**src/rtl/pcsu_pkg.sv**
```systemverilog
// Shared action codes and widths for the program counter / stack unit.
// Assumes a byte-wide data memory and a program counter of two bytes.
package pcsu_pkg;
    typedef enum logic [2:0] {
        ACT_HOLD   = 3'd0,
        ACT_STEP   = 3'd1,
        ACT_JUMP   = 3'd2,
        ACT_BRANCH = 3'd3,
        ACT_CALL   = 3'd4,
        ACT_RET    = 3'd5,
        ACT_PUSH   = 3'd6,
        ACT_POP    = 3'd7
    } act_e;

    typedef enum logic [1:0] {
        ST_IDLE    = 2'd0,
        ST_CALL_HI = 2'd1,
        ST_RET_LO  = 2'd2,
        ST_RET_FIN = 2'd3
    } seq_e;
endpackage

```
**src/rtl/pcsu_cond.sv**
```systemverilog
// Branch condition evaluator: selects one status flag and compares it with
// the wanted polarity. Assumes flags = {N,C,Z}; select 3 never branches.
module pcsu_cond #(
    parameter int FLAG_N = 3
) (
    input  logic [2:0]        cond_sel,
    input  logic [FLAG_N-1:0] flags,
    output logic              taken
);
    // Pick the flag and test it against the polarity bit.
    always_comb begin
        taken = 1'b0;
        if (cond_sel[2:1] < 2'(FLAG_N))
            taken = (flags[cond_sel[2:1]] == cond_sel[0]);
    end
endmodule

```
**src/rtl/pcsu_pcadd.sv**
```systemverilog
// Program counter arithmetic: the next sequential address and the relative
// branch target pc + sign-extended offset + 1. Wraps modulo 2^PC_W.
module pcsu_pcadd #(
    parameter int PC_W  = 16,
    parameter int OFS_W = 12
) (
    input  logic [PC_W-1:0]  pc,
    input  logic [OFS_W-1:0] offset,
    output logic [PC_W-1:0]  pc_inc,
    output logic [PC_W-1:0]  pc_rel
);
    localparam int EXT_W = PC_W - OFS_W;
    logic [PC_W-1:0] ofs_ext;

    // Sign-extend the offset and form both candidate addresses.
    always_comb begin
        ofs_ext = {{EXT_W{offset[OFS_W-1]}}, offset};
        pc_inc  = pc + PC_W'(1);
        pc_rel  = pc_inc + ofs_ext;
    end
endmodule

```
**src/rtl/pcsu_sp.sv**
```systemverilog
// Stack pointer register: resets to the top of data memory, moves down on a
// write to the stack and up on a read. Assumes inc and dec are exclusive.
module pcsu_sp #(
    parameter int          SP_W   = 16,
    parameter logic [15:0] SP_TOP = 16'h10FF
) (
    input  logic            clk,
    input  logic            rst_n,
    input  logic            inc,
    input  logic            dec,
    output logic [SP_W-1:0] sp,
    output logic [SP_W-1:0] sp_up
);
    assign sp_up = sp + SP_W'(1);

    // Update the pointer on each stack access.
    always_ff @(posedge clk) begin
        if (!rst_n)   sp <= SP_W'(SP_TOP);
        else if (inc) sp <= sp_up;
        else if (dec) sp <= sp - SP_W'(1);
    end
endmodule

```
**src/rtl/pcsu_top.sv**
```systemverilog
// Program counter and hardware stack sequencer. Applies one action per idle
// cycle; calls take two cycles and returns three, during which the action
// inputs are ignored. Assumes memory read data arrives one cycle after mem_re.
module pcsu_top
    import pcsu_pkg::*;
#(
    parameter int          PC_W   = 16,
    parameter int          SP_W   = 16,
    parameter int          DW     = 8,
    parameter int          OFS_W  = 12,
    parameter int          FLAG_N = 3,
    parameter logic [15:0] SP_TOP = 16'h10FF
) (
    input  logic              clk,
    input  logic              rst_n,
    input  logic [2:0]        act,
    input  logic [PC_W-1:0]   target,
    input  logic [OFS_W-1:0]  offset,
    input  logic [2:0]        cond_sel,
    input  logic [FLAG_N-1:0] flags,
    input  logic [DW-1:0]     push_data,
    output logic [PC_W-1:0]   pc,
    output logic [SP_W-1:0]   sp,
    output logic              busy,
    output logic [DW-1:0]     pop_data,
    output logic              pop_valid,
    output logic [SP_W-1:0]   mem_addr,
    output logic              mem_we,
    output logic [DW-1:0]     mem_wdata,
    output logic              mem_re,
    input  logic [DW-1:0]     mem_rdata
);
    localparam int HALF = PC_W / 2;

    seq_e            state;
    act_e            a;
    logic            idle, taken, sp_inc, sp_dec;
    logic [PC_W-1:0] pc_inc, pc_rel, tgt_q;
    logic [HALF-1:0] hi_q;
    logic [SP_W-1:0] sp_up;

    assign a         = act_e'(act);
    assign idle      = (state == ST_IDLE);
    assign busy      = !idle;
    assign pop_data  = mem_rdata;

    pcsu_cond #(.FLAG_N(FLAG_N)) u_cond (
        .cond_sel(cond_sel), .flags(flags), .taken(taken));

    pcsu_pcadd #(.PC_W(PC_W), .OFS_W(OFS_W)) u_add (
        .pc(pc), .offset(offset), .pc_inc(pc_inc), .pc_rel(pc_rel));

    pcsu_sp #(.SP_W(SP_W), .SP_TOP(SP_TOP)) u_sp (
        .clk(clk), .rst_n(rst_n), .inc(sp_inc), .dec(sp_dec),
        .sp(sp), .sp_up(sp_up));

    // Drive the memory port and pointer moves for the current cycle.
    always_comb begin
        mem_we    = 1'b0;
        mem_re    = 1'b0;
        mem_addr  = sp;
        mem_wdata = '0;
        sp_inc    = 1'b0;
        sp_dec    = 1'b0;
        unique case (state)
            ST_IDLE: begin
                if (a == ACT_CALL) begin
                    mem_we = 1'b1; mem_wdata = pc_inc[HALF-1:0]; sp_dec = 1'b1;
                end else if (a == ACT_PUSH) begin
                    mem_we = 1'b1; mem_wdata = push_data; sp_dec = 1'b1;
                end else if (a == ACT_RET || a == ACT_POP) begin
                    mem_re = 1'b1; mem_addr = sp_up; sp_inc = 1'b1;
                end
            end
            ST_CALL_HI: begin
                mem_we = 1'b1; mem_wdata = hi_q; sp_dec = 1'b1;
            end
            ST_RET_LO: begin
                mem_re = 1'b1; mem_addr = sp_up; sp_inc = 1'b1;
            end
            default: ;
        endcase
    end

    // Sequence state, program counter and captured return bytes.
    always_ff @(posedge clk) begin
        if (!rst_n) begin
            state     <= ST_IDLE;
            pc        <= '0;
            tgt_q     <= '0;
            hi_q      <= '0;
            pop_valid <= 1'b0;
        end else begin
            pop_valid <= idle && (a == ACT_POP);
            unique case (state)
                ST_IDLE: begin
                    unique case (a)
                        ACT_HOLD:   ;
                        ACT_JUMP:   pc <= target;
                        ACT_BRANCH: pc <= taken ? pc_rel : pc_inc;
                        ACT_CALL: begin
                            tgt_q <= target;
                            hi_q  <= pc_inc[PC_W-1:HALF];
                            state <= ST_CALL_HI;
                        end
                        ACT_RET:    state <= ST_RET_LO;
                        default:    pc <= pc_inc;
                    endcase
                end
                ST_CALL_HI: begin
                    pc    <= tgt_q;
                    state <= ST_IDLE;
                end
                ST_RET_LO: begin
                    hi_q  <= mem_rdata;
                    state <= ST_RET_FIN;
                end
                default: begin
                    pc    <= {hi_q, mem_rdata};
                    state <= ST_IDLE;
                end
            endcase
        end
    end
endmodule

```
**config.mk**
```make
export PLATFORM = sky130hd
export DESIGN_NAME = pcsu_top
export DESIGN_NICKNAME = d
export VERILOG_FILES = /design/src/rtl/pcsu_pkg.sv /design/src/rtl/pcsu_cond.sv /design/src/rtl/pcsu_pcadd.sv /design/src/rtl/pcsu_sp.sv /design/src/rtl/pcsu_top.sv
export SDC_FILE = /design/constraint.sdc
export NUM_CORES = 1
export LEC_CHECK = 0
export ABC_AREA = 1
export CAP_MARGIN = 20
export CORE_ASPECT_RATIO = 1.5
export CORE_MARGIN = 4
export CORE_UTILIZATION = 30
export DETAILED_ROUTE_END_ITERATION = 6
export SLEW_MARGIN = 20
export SYNTH_ARGS = -nofsm -noshare
export SYNTH_HDL_FRONTEND = slang
export SYNTH_HIERARCHICAL = 1
export SYNTH_SLANG_ARGS = --single-unit
```
**constraint.sdc**
```tcl
create_clock -name clk -period 3.16 [get_ports clk]
set_clock_uncertainty 0.2 [all_clocks]
set_input_delay 0.316 -clock clk [delete_from_list [all_inputs] [get_ports clk]]
set_output_delay 0.316 -clock clk [all_outputs]
set_load 0.02 [all_outputs]
```
[Word level (Yosys, flattened, before mapping)]
Index checks and enable logic that the tools add are counted.
Storage, ports and cells
  register bits after elaboration: 59
  output and inout bits: 68
  logic and storage cells: 62
  input port bits: 55
Cells by class
  bitwise operators: 1
  $add $sub $neg: 4
  reduce and logical (&&, ||, !) cells: 11
  equal/unequal tests: 12
  $lt $le $gt $ge: 2
  multiplexer cells: 26
Operators with widths (count)
  16-bit 2-to-1 mux: 6
  16-bit case mux with 3 select lines: 2
  16-bit by 1-bit adder with 16-bit output (second input constant): 2
  16-bit case mux with 2 select lines: 1
  8-bit case mux with 2 select lines: 2
  8-bit 2-to-1 mux: 3
  16-bit adder: 1
  16-bit by 1-bit subtractor with 16-bit output (second input constant): 1
  3-bit equality test (second input constant): 4
  2-bit case mux with 2 select lines: 2
  1-bit 2-to-1 mux: 7
  3-bit by 2-bit equality test with 1-bit output (second input constant): 2
  2-bit AND reduction: 3
  1-bit case mux with 2 select lines: 2
  2-bit nonzero test: 2
  3-bit zero test: 1
  2-bit by 3-bit < comparator with 1-bit output (second input constant): 1
  3-bit by 1-bit inequality test with 1-bit output (second input constant): 1
  3-bit OR reduction: 1
  1-bit binary-select mux with 2-bit select: 1
  2-bit by 1-bit equality test with 1-bit output (second input constant): 1
  2-bit equality test (second input constant): 1
  2-bit zero test: 1
  2-bit < comparator (second input constant): 1
  7 further kinds: 7

[Longest topological paths before layout]
Gate-level depths: netlist of the first run.
  depth in word-level cells: 7
  depth in mapped cells: 25
  mapped depth without buffers: 25

[Hierarchy]
Netlist of the first run, hierarchy kept.
By module, submodules not included
  pcsu_top: area an instance 2942.8 um^2, instances 1, cells each 505, sequential area each 860.8 um^2
  pcsu_sp: area an instance 1508.9 um^2, instances 1, cells each 237, sequential area each 320.3 um^2
  pcsu_pcadd: area an instance 1223.7 um^2, instances 1, cells each 217, sequential area each 0.0 um^2
  pcsu_cond: area an instance 66.3 um^2, instances 1, cells each 13, sequential area each 0.0 um^2

[Worst setup path before layout of the first run]
OpenSTA, ideal clock, no wires.
  kind: register to register
  start: reg pc[1]
  end: reg pc[15]
  buffers on the path: 0
  path slack: 0.153 ns
  library setup time: 0.070 ns
  arrival time: 2.738 ns
  data required time: 2.890 ns
  cell stages (with the launch flop): 26
  clock period less this slack: 3.007 ns
  cells stage by stage: dfxtp_1 -> ha_1 -> nand2_1 -> nor2_1 -> nand2_1 -> nor2_2 -> nand3_1 -> xor2_1 -> ha_1 -> nand2_1 -> inv_1 -> nand2_1 -> nand2_1 -> nand2_1 -> nand2_1 -> inv_1 -> nand2_1 -> inv_1 -> nand3_1 -> nand2_1 -> nand2_1 -> nand2_1 -> nand2_1 -> nand3_1 -> nand2_1 -> a21oi_1
On the way
  cells in the longest elaborated chain, start to end: 5
Ends and longest elaborated chain
  start, declared: line pcsu_top.sv:22  | output logic [PC_W-1:0] pc,
  start signal, assigned: line pcsu_top.sv:99  | ACT_JUMP: pc <= target;
  start signal, assigned: line pcsu_top.sv:100  | ACT_BRANCH: pc <= taken ? pc_rel : pc_inc;
  start signal, assigned: line pcsu_top.sv:107  | default: pc <= pc_inc;
  16-bit by 1-bit adder with 16-bit output: line pcsu_pcadd.sv:18  | pc_inc = pc + PC_W'(1);
  net pc_inc[10]: line pcsu_top.sv:38  | logic [PC_W-1:0] pc_inc, pc_rel, tgt_q;
  16-bit adder: line pcsu_pcadd.sv:19  | pc_rel = pc_inc + ofs_ext;
  net pc_rel[15]: line pcsu_top.sv:38
  16-bit 2-to-1 mux: line pcsu_top.sv:100
  16-bit case mux with 3 select lines: line pcsu_top.sv:97  | unique case (a)
  16-bit case mux with 3 select lines: line pcsu_top.sv:95  | unique case (state)
The timed path passes the listed nets, and every way through them passes these cells.
A chain may end at the register's enable or synchronous reset.

[Final worst setup path of the first run]
  start: reg pc[0]
  end: reg pc[15]
Same word-level chain as after synthesis.

==> impl_results.md, run 1 <==
- Outcome: finished, final reports clean
- Final Hold Vio Count: 0
- Antenna violations before repair: 0
- FILL cells: 2016
- Largest net degree at the start of global routing: 52
- Max-Cap Viols: 0
- Peak Freq: 335 MHz
- Pleak: between 3 and 4 nW
- DP HPWL: approximately 17000 um
- # setup viols final: 0
- Worst min path class: reg2reg
- Worst EP required: roughly 3200 ps
- Mapped Cells: 972
- Dpl ws: 97.6 ps
- Initial core utilization: 30.7%
- VDD IR max: 0.219 mV
- Area Overhead vs Synth: 35.0%
- Final Cycle Share: 94.5%
- Arrival @ worst endpoint: between 3000 and 4000 ps
- RD Place Congestion: slightly above 0.9
- Clock period minus worst slack: 2990 ps
- Wire per inst: 15.3 um
- Pwr/cell area: 437 nW/um2
- Library cells used by synthesis: 46
- Vias in the first global route: 6359
- Vias: 6587
- Final non-filler cell total: 1351
- Vias/cell: 4.88
- PortBufs: around 120
- Critical Path Fanout Max: 3
- Slew HR: 57.5%
- # rows: 61
- Initial DRC count: 612
- Post-synth EDFFs: 0
- Htree depth: 3
- CTS Buffer Depth: 2
- Die width: 121 um
- First drt pass iteration count: 7
- IO Pins: between 100 and 150
- Core area: 18700 um2
- CTS buffer count: 9
- CP Class: reg2reg
- Slew @ Worst Pin: 635 ps
- CTS root buf: clkbuf_16
- DRC viols: 0
- DIE HEIGHT: 177 um
- Final global-route overflow total: 0
- Max Slew Vio Count: 0
- CTS tree: done
- Synthesized area per cell: about 5.9 um2
- Cell Area, Synth: 5740 um2
- Reg clk slew, reported paths: 60 ps
- Die area: 21500 um2
- CP endpoint kind: flop
- Ys Warns: 6
- Fraction of layout cells with a size suffix above 1: between 10% and 20%
- Async S/R FF share, synth: 0%
- Total routing usage reported by global routing: 19.3%
- Post-layout util: just over 40%
- Drt total wl: 20600 um
- Final layout net count: 1172
- Syn nets: approximately 1.0k
- # clock sinks: just under 60
- Antenna-violating nets left: 0
- Ant diodes: 0
- Flops & latches, synth: 59
- Placed insts: ~1.3k
- First-pass GRT wire length: ~33000 um
- Most used DFF post-synth: dfxtp_1
- Startpoint types: flop
- PnR worst setup slack: 173 ps
- Seq/Total Area, Yosys: 20.6%
- Skew-Pair Late Insertion Delay: between 300 and 400 ps
- Design Power: 3.38 mW
-- per-layer routing --
layer	track usage (%)	vias up	routed length [um]
met2	35.6	215	10600
met1	21.6	2963	8230
met4	9.36	0	996
met5	0	-	0
li1	-	3356	-
met3	2.39	53	766
-- area by class of cell --
cell class              count  area, um2  share of cell area, %
clock buffers              11        253                   3.26
clock inverters             4       50.0                  0.646
inverters                 151        567                   7.31
multi-input cells         715       3870                   49.9
flip-flops and latches     59       1190                   15.3
well taps                 252        315                   4.07
repair buffers            159       1510                   19.5
-- cells in the mapped netlist, types with 2 or more instances --
cell type	number	area, um2
xor2_2	2	32.5
nor2_2	14	87.6
xnor2_1	6	52.6
nor2_4	4	45.0
clkbuf_1	13	48.8
and2_1	4	25.0
nand2_1	275	1030
o221ai_1	9	78.8
o211ai_1	2	15.0
clkinv_1	2	7.51
inv_1	138	518
nand3_2	8	80.1
ha_1	21	263
a21oi_2	2	17.5
o21ai_1	10	50.1
inv_2	11	41.3
nand4_1	19	119
nor4_1	2	12.5
xor2_1	23	201
o22ai_1	13	81.3
nor2_1	67	251
dfxtp_1	59	1180
nor3_1	5	25.0
o21ai_0	37	185
nand2_2	12	75.1
o2111ai_1	4	35.0
nor3_2	2	20.0
nand3_1	72	360
a21oi_1	90	450
buf_4	13	97.6
buf_2	18	90.1
-- worst paths after layout --
path              startpoint       end  slack [ps]  cells after the start
setup / recovery       pc[0]    pc[15]         170                     22
hold reg to reg     tgt_q[1]  tgt_q[1]         250                      2
hold / removal      tgt_q[1]  tgt_q[1]         250                      2
setup reg to reg       pc[0]    pc[15]         170                     22
-- cells in the final DEF, fill, tap and decap left out, drive strengths merged --
master	n
clkinvlp	2
o2111ai	4
bufinv	1
nor2	86
fa	1
nand4	20
o211ai	2
nor4	2
nor3	8
nand3	81
buf	37
a31oi	1
clkbuf	11
nand3b	1
or2	1
and2	4
inv	149
dfxtp	59
ha	21
clkdlybuf4s50	122
o21bai	1
a21oi	92
a21o	1
nand2	288
xnor2	6
clkinv	3
o221ai	9
xor2	25
o22ai	13
o21ai	48
-- stage by stage --
step	cell area, um2	hold WS (ps)	setup TNS (ps)
floorplan	5740	224	0
global placement	7320	233	0
detailed placement	7320	242	0
CTS	7620	251	0
global route	7750	271	-58.0
finish	7750	248	0
-- cells by family after synthesis --
group / after synthesis / share of synthesized area, %
adders and majority gates: 22 / 4.92
buffers and inverters: 198 / 14.3
DFF: 59 / 20.6
xor gates and xnor gates: 31 / 4.99
and+or+nand+nor: 491 / 38.7
AOI/OAI and AO/OA: 171 / 16.4
-- sequential cells by signal (all words and copies together) (netlist names) --
signal	cells
hi_q	8
pc	16
pop_valid	1
state	2
tgt_q	16
u_sp/sp	16
-- timing repair --
item                       in CTS  in global routing
setup buffers                   0                  0
setup endpoints to repair       0                  8
hold buffers                    0                  0
resized for setup               0                 27
-- power breakdown --
| part | switching (mW) | total, mW | leakage [nW] | internal [mW] |
|---|---|---|---|---|
| registers | 0.0872 | 0.897 | 0.484 | 0.810 |
| logic | 0.877 | 1.48 | 2.80 | 0.599 |
| clock network | 0.363 | 1.01 | 0.144 | 0.648 |
-- worst max-delay path: stages (launching register included) --
cell and delay, ps:
dfxtp_2 340, ha_2 190, nand2_2 80, nor2_2 120, nand2_2 80, nor2_4 170
nand3_4 120, xor2_4 220, ha_4 300, nand2_1 100, inv_1 100, nand2_1 90
nor3_2 120, nand2_1 80, nand2_1 90, nand3_1 80, nand2_1 70, nand2_1 50
nand2_1 70, nand2_1 40, nand3_1 60, nand2_1 50, a21oi_1 100
No activity file was read; power rests on OpenSTA's default activity.
==> run 2, diff against run 1 <==
Settings changed: RECOVER_POWER set to 100.
==> impl_results.md, run 2 (synthesized netlist as in run 1, its figures left out) <==
- DIE HEIGHT: 177 um (unchanged)
- CTS buffer count: 9 (unchanged)
- Die area: 21500 um2 (unchanged)
- # clock sinks: 59 (unchanged)
- Area Overhead vs Synth: 34.5%
- CP endpoint kind: output port
- Final global-route overflow total: 0 (unchanged)
- Multi-input gate area: 3850 um2 (-0.45%)
- Dpl ws: 97.6 ps (unchanged)
- CTS Hold Buffers Added: 0 (unchanged)
- Worst EP required: 2640 ps (-580 ps)
- # rows: 61 (unchanged)
- Launching point of the worst reg2reg path: pc[2]
- Max Slew Vio Count: 0 (unchanged)
- Arrival @ worst endpoint: 2500 ps (-550 ps)
- Die width: 121 um (unchanged)
- Peak Freq: 332 MHz (-0.95%)
- Final Hold Vio Count: 0 (unchanged)
- Largest net degree at the start of global routing: 52 (unchanged)
- Hold Crit Start: tgt_q[1]
- Core area: 18700 um2 (unchanged)
- Drt total wl: 20600 um (about the same)
- CTS root buf: clkbuf_16
- RR Endpoint: pc[14]
- Final layout net count: 1172 (unchanged)
- Reg clk slew, reported paths: 60 ps (about the same)
- Pwr/cell area: 434 nW/um2 (-0.66%)
- DP HPWL: 16600 um (unchanged)
- Post-CTS Repair Setup Buffers: 0 (unchanged)
- Slew @ Worst Pin: 813 ps (+178 ps)
- CP Class: in2out
- # setup viols final: 0 (unchanged)
- Largest registers: pc: 16 flops, tgt_q: 16 flops, u_sp/sp: 16 flops
- VDD IR max: 0.215 mV (-1.9%)
- R2R setup slack: 170 ps (about the same)
- Initial core utilization: 30.7% (unchanged)
- Initial DRC count: 587 (-4.1%)
- Skew-Pair Late Insertion Delay: 330 ps (about the same)
- PnR worst setup slack: 144 ps (-28.6 ps)
- Startpoint types: input pin
- Antenna violations before repair: 0 (unchanged)
- Worst min path class: reg2reg
- Commonest non-fill, non-tap cell in the layout: nand2_1
- Final Cycle Share: 95.4% (+0.91 points)
- Max-Cap Viols: 0 (unchanged)
- CTS Buffer Depth: 2 (unchanged)
- FILL cells: 2022 (+0.30%)
- CTS tree: done
- First-pass GRT wire length: 33000 um (unchanged)
- Wire per inst: 15.3 um (about the same)
- DRC viols: 0 (unchanged)
- Antenna-violating nets left: 0 (unchanged)
- Reg2Reg Depth: 19 (-14%)
- Vias/cell: 4.87 (-0.12%)
- Fin Setup TNS: 0 ps (unchanged)
- Fraction of layout cells with a size suffix above 1: 11.6% (-0.91 points)
- RD Place Congestion: 0.926 (unchanged)
- Ant diodes: 0 (unchanged)
- Clock period minus worst slack: 3020 ps (+28.6 ps)
- Hold Path End: tgt_q[1]
- PortBufs: 122 (unchanged)
- Total routing usage reported by global routing: 19.3% (unchanged)
- IO Pins: 123 (unchanged)
- Post-layout util: 41.3% (-0.15 points)
- Commonest non-fill, non-tap cells in the layout: nand2_1 (270), inv_1 (141), a21oi_1 (88)
- Vias in the first global route: 6359 (unchanged)
- Outcome: finished, final reports clean
- Pleak: 3.48 nW (+1.3%)
- Register area: 1190 um2 (unchanged)
- First drt pass iteration count: 6 (-1)
- Hold Path Depth: 2 (unchanged)
- Slew HR: 45.8% (-12 points)
- Hold_ws: 249 ps (+0.624 ps)
- Critical Path Fanout Max: 10 (+7)
- Vias: 6579 (-0.12%)
- Htree depth: 3 (unchanged)
run 2: changes by cell type in the layout (fill, tap and decap cells not counted), sizes merged:
cell | previous run | this run
clkbuf | 11 | 14
clkdlybuf4s50 | 122 | 70
dlygate4sd3 | 0 | 52
buf | 37 | 34
run 2: layout make-up:
type / count / share of cell area (%)
inverters: 151 / 7.34
repair buffers: 159 / 19.4
clock buffers: 11 / 3.27
clock inverters: 4 / 0.648
well taps: 252 / 4.08
multi-input cells: 715 / 49.9
flip-flops and latches: 59 / 15.4
run 2: worst max path at each step:
stage / from / endpoint / cells after the start
global placement: pc[1] / pc[15] / 25
CTS: u_sp/sp[0] / mem_addr[8] / 9
detailed placement: pc[1] / pc[15] / 25
global route: pc[0] / pc[15] / 23
floorplan: pc[1] / pc[15] / 25
finish: act[0] / mem_wdata[2] / 5
run 2: worst max-delay path, cell delays in order:
cell and delay, ps:
dlygate4sd3_1 590, inv_1 230, nand4_2 360, o221ai_1 330
clkdlybuf4s50_1 660
run 2: repair_timing:
item,in CTS,in global routing
endpoints found under the hold margin,0,0
endpoints found under the setup margin,0,8
gates resized for setup,0,27
run 2: power by group:
group / total [mW] / internal [mW] / switching (mW)
Sequential: 0.896 / 0.810 / 0.0858
Combinational: 1.44 / 0.571 / 0.872
Clock: 1.01 / 0.648 / 0.364
run 2: metal layers:
layer  share of wire (%)  global-route usage, %
met1                  39                   21.6
met2                  51                   35.6
met5                   0                      0
met4                 5.0                   9.36
met3                 4.2                   2.39
run 2: metrics by stage:
stage	power [mW]	instances	instance area, um2
global route	3.58	1351	7720
CTS	3.38	1351	7620
floorplan	1.82	972	5740
detailed placement	2.36	1336	7320
global placement	2.36	1336	7320
finish	3.35	1351	7720
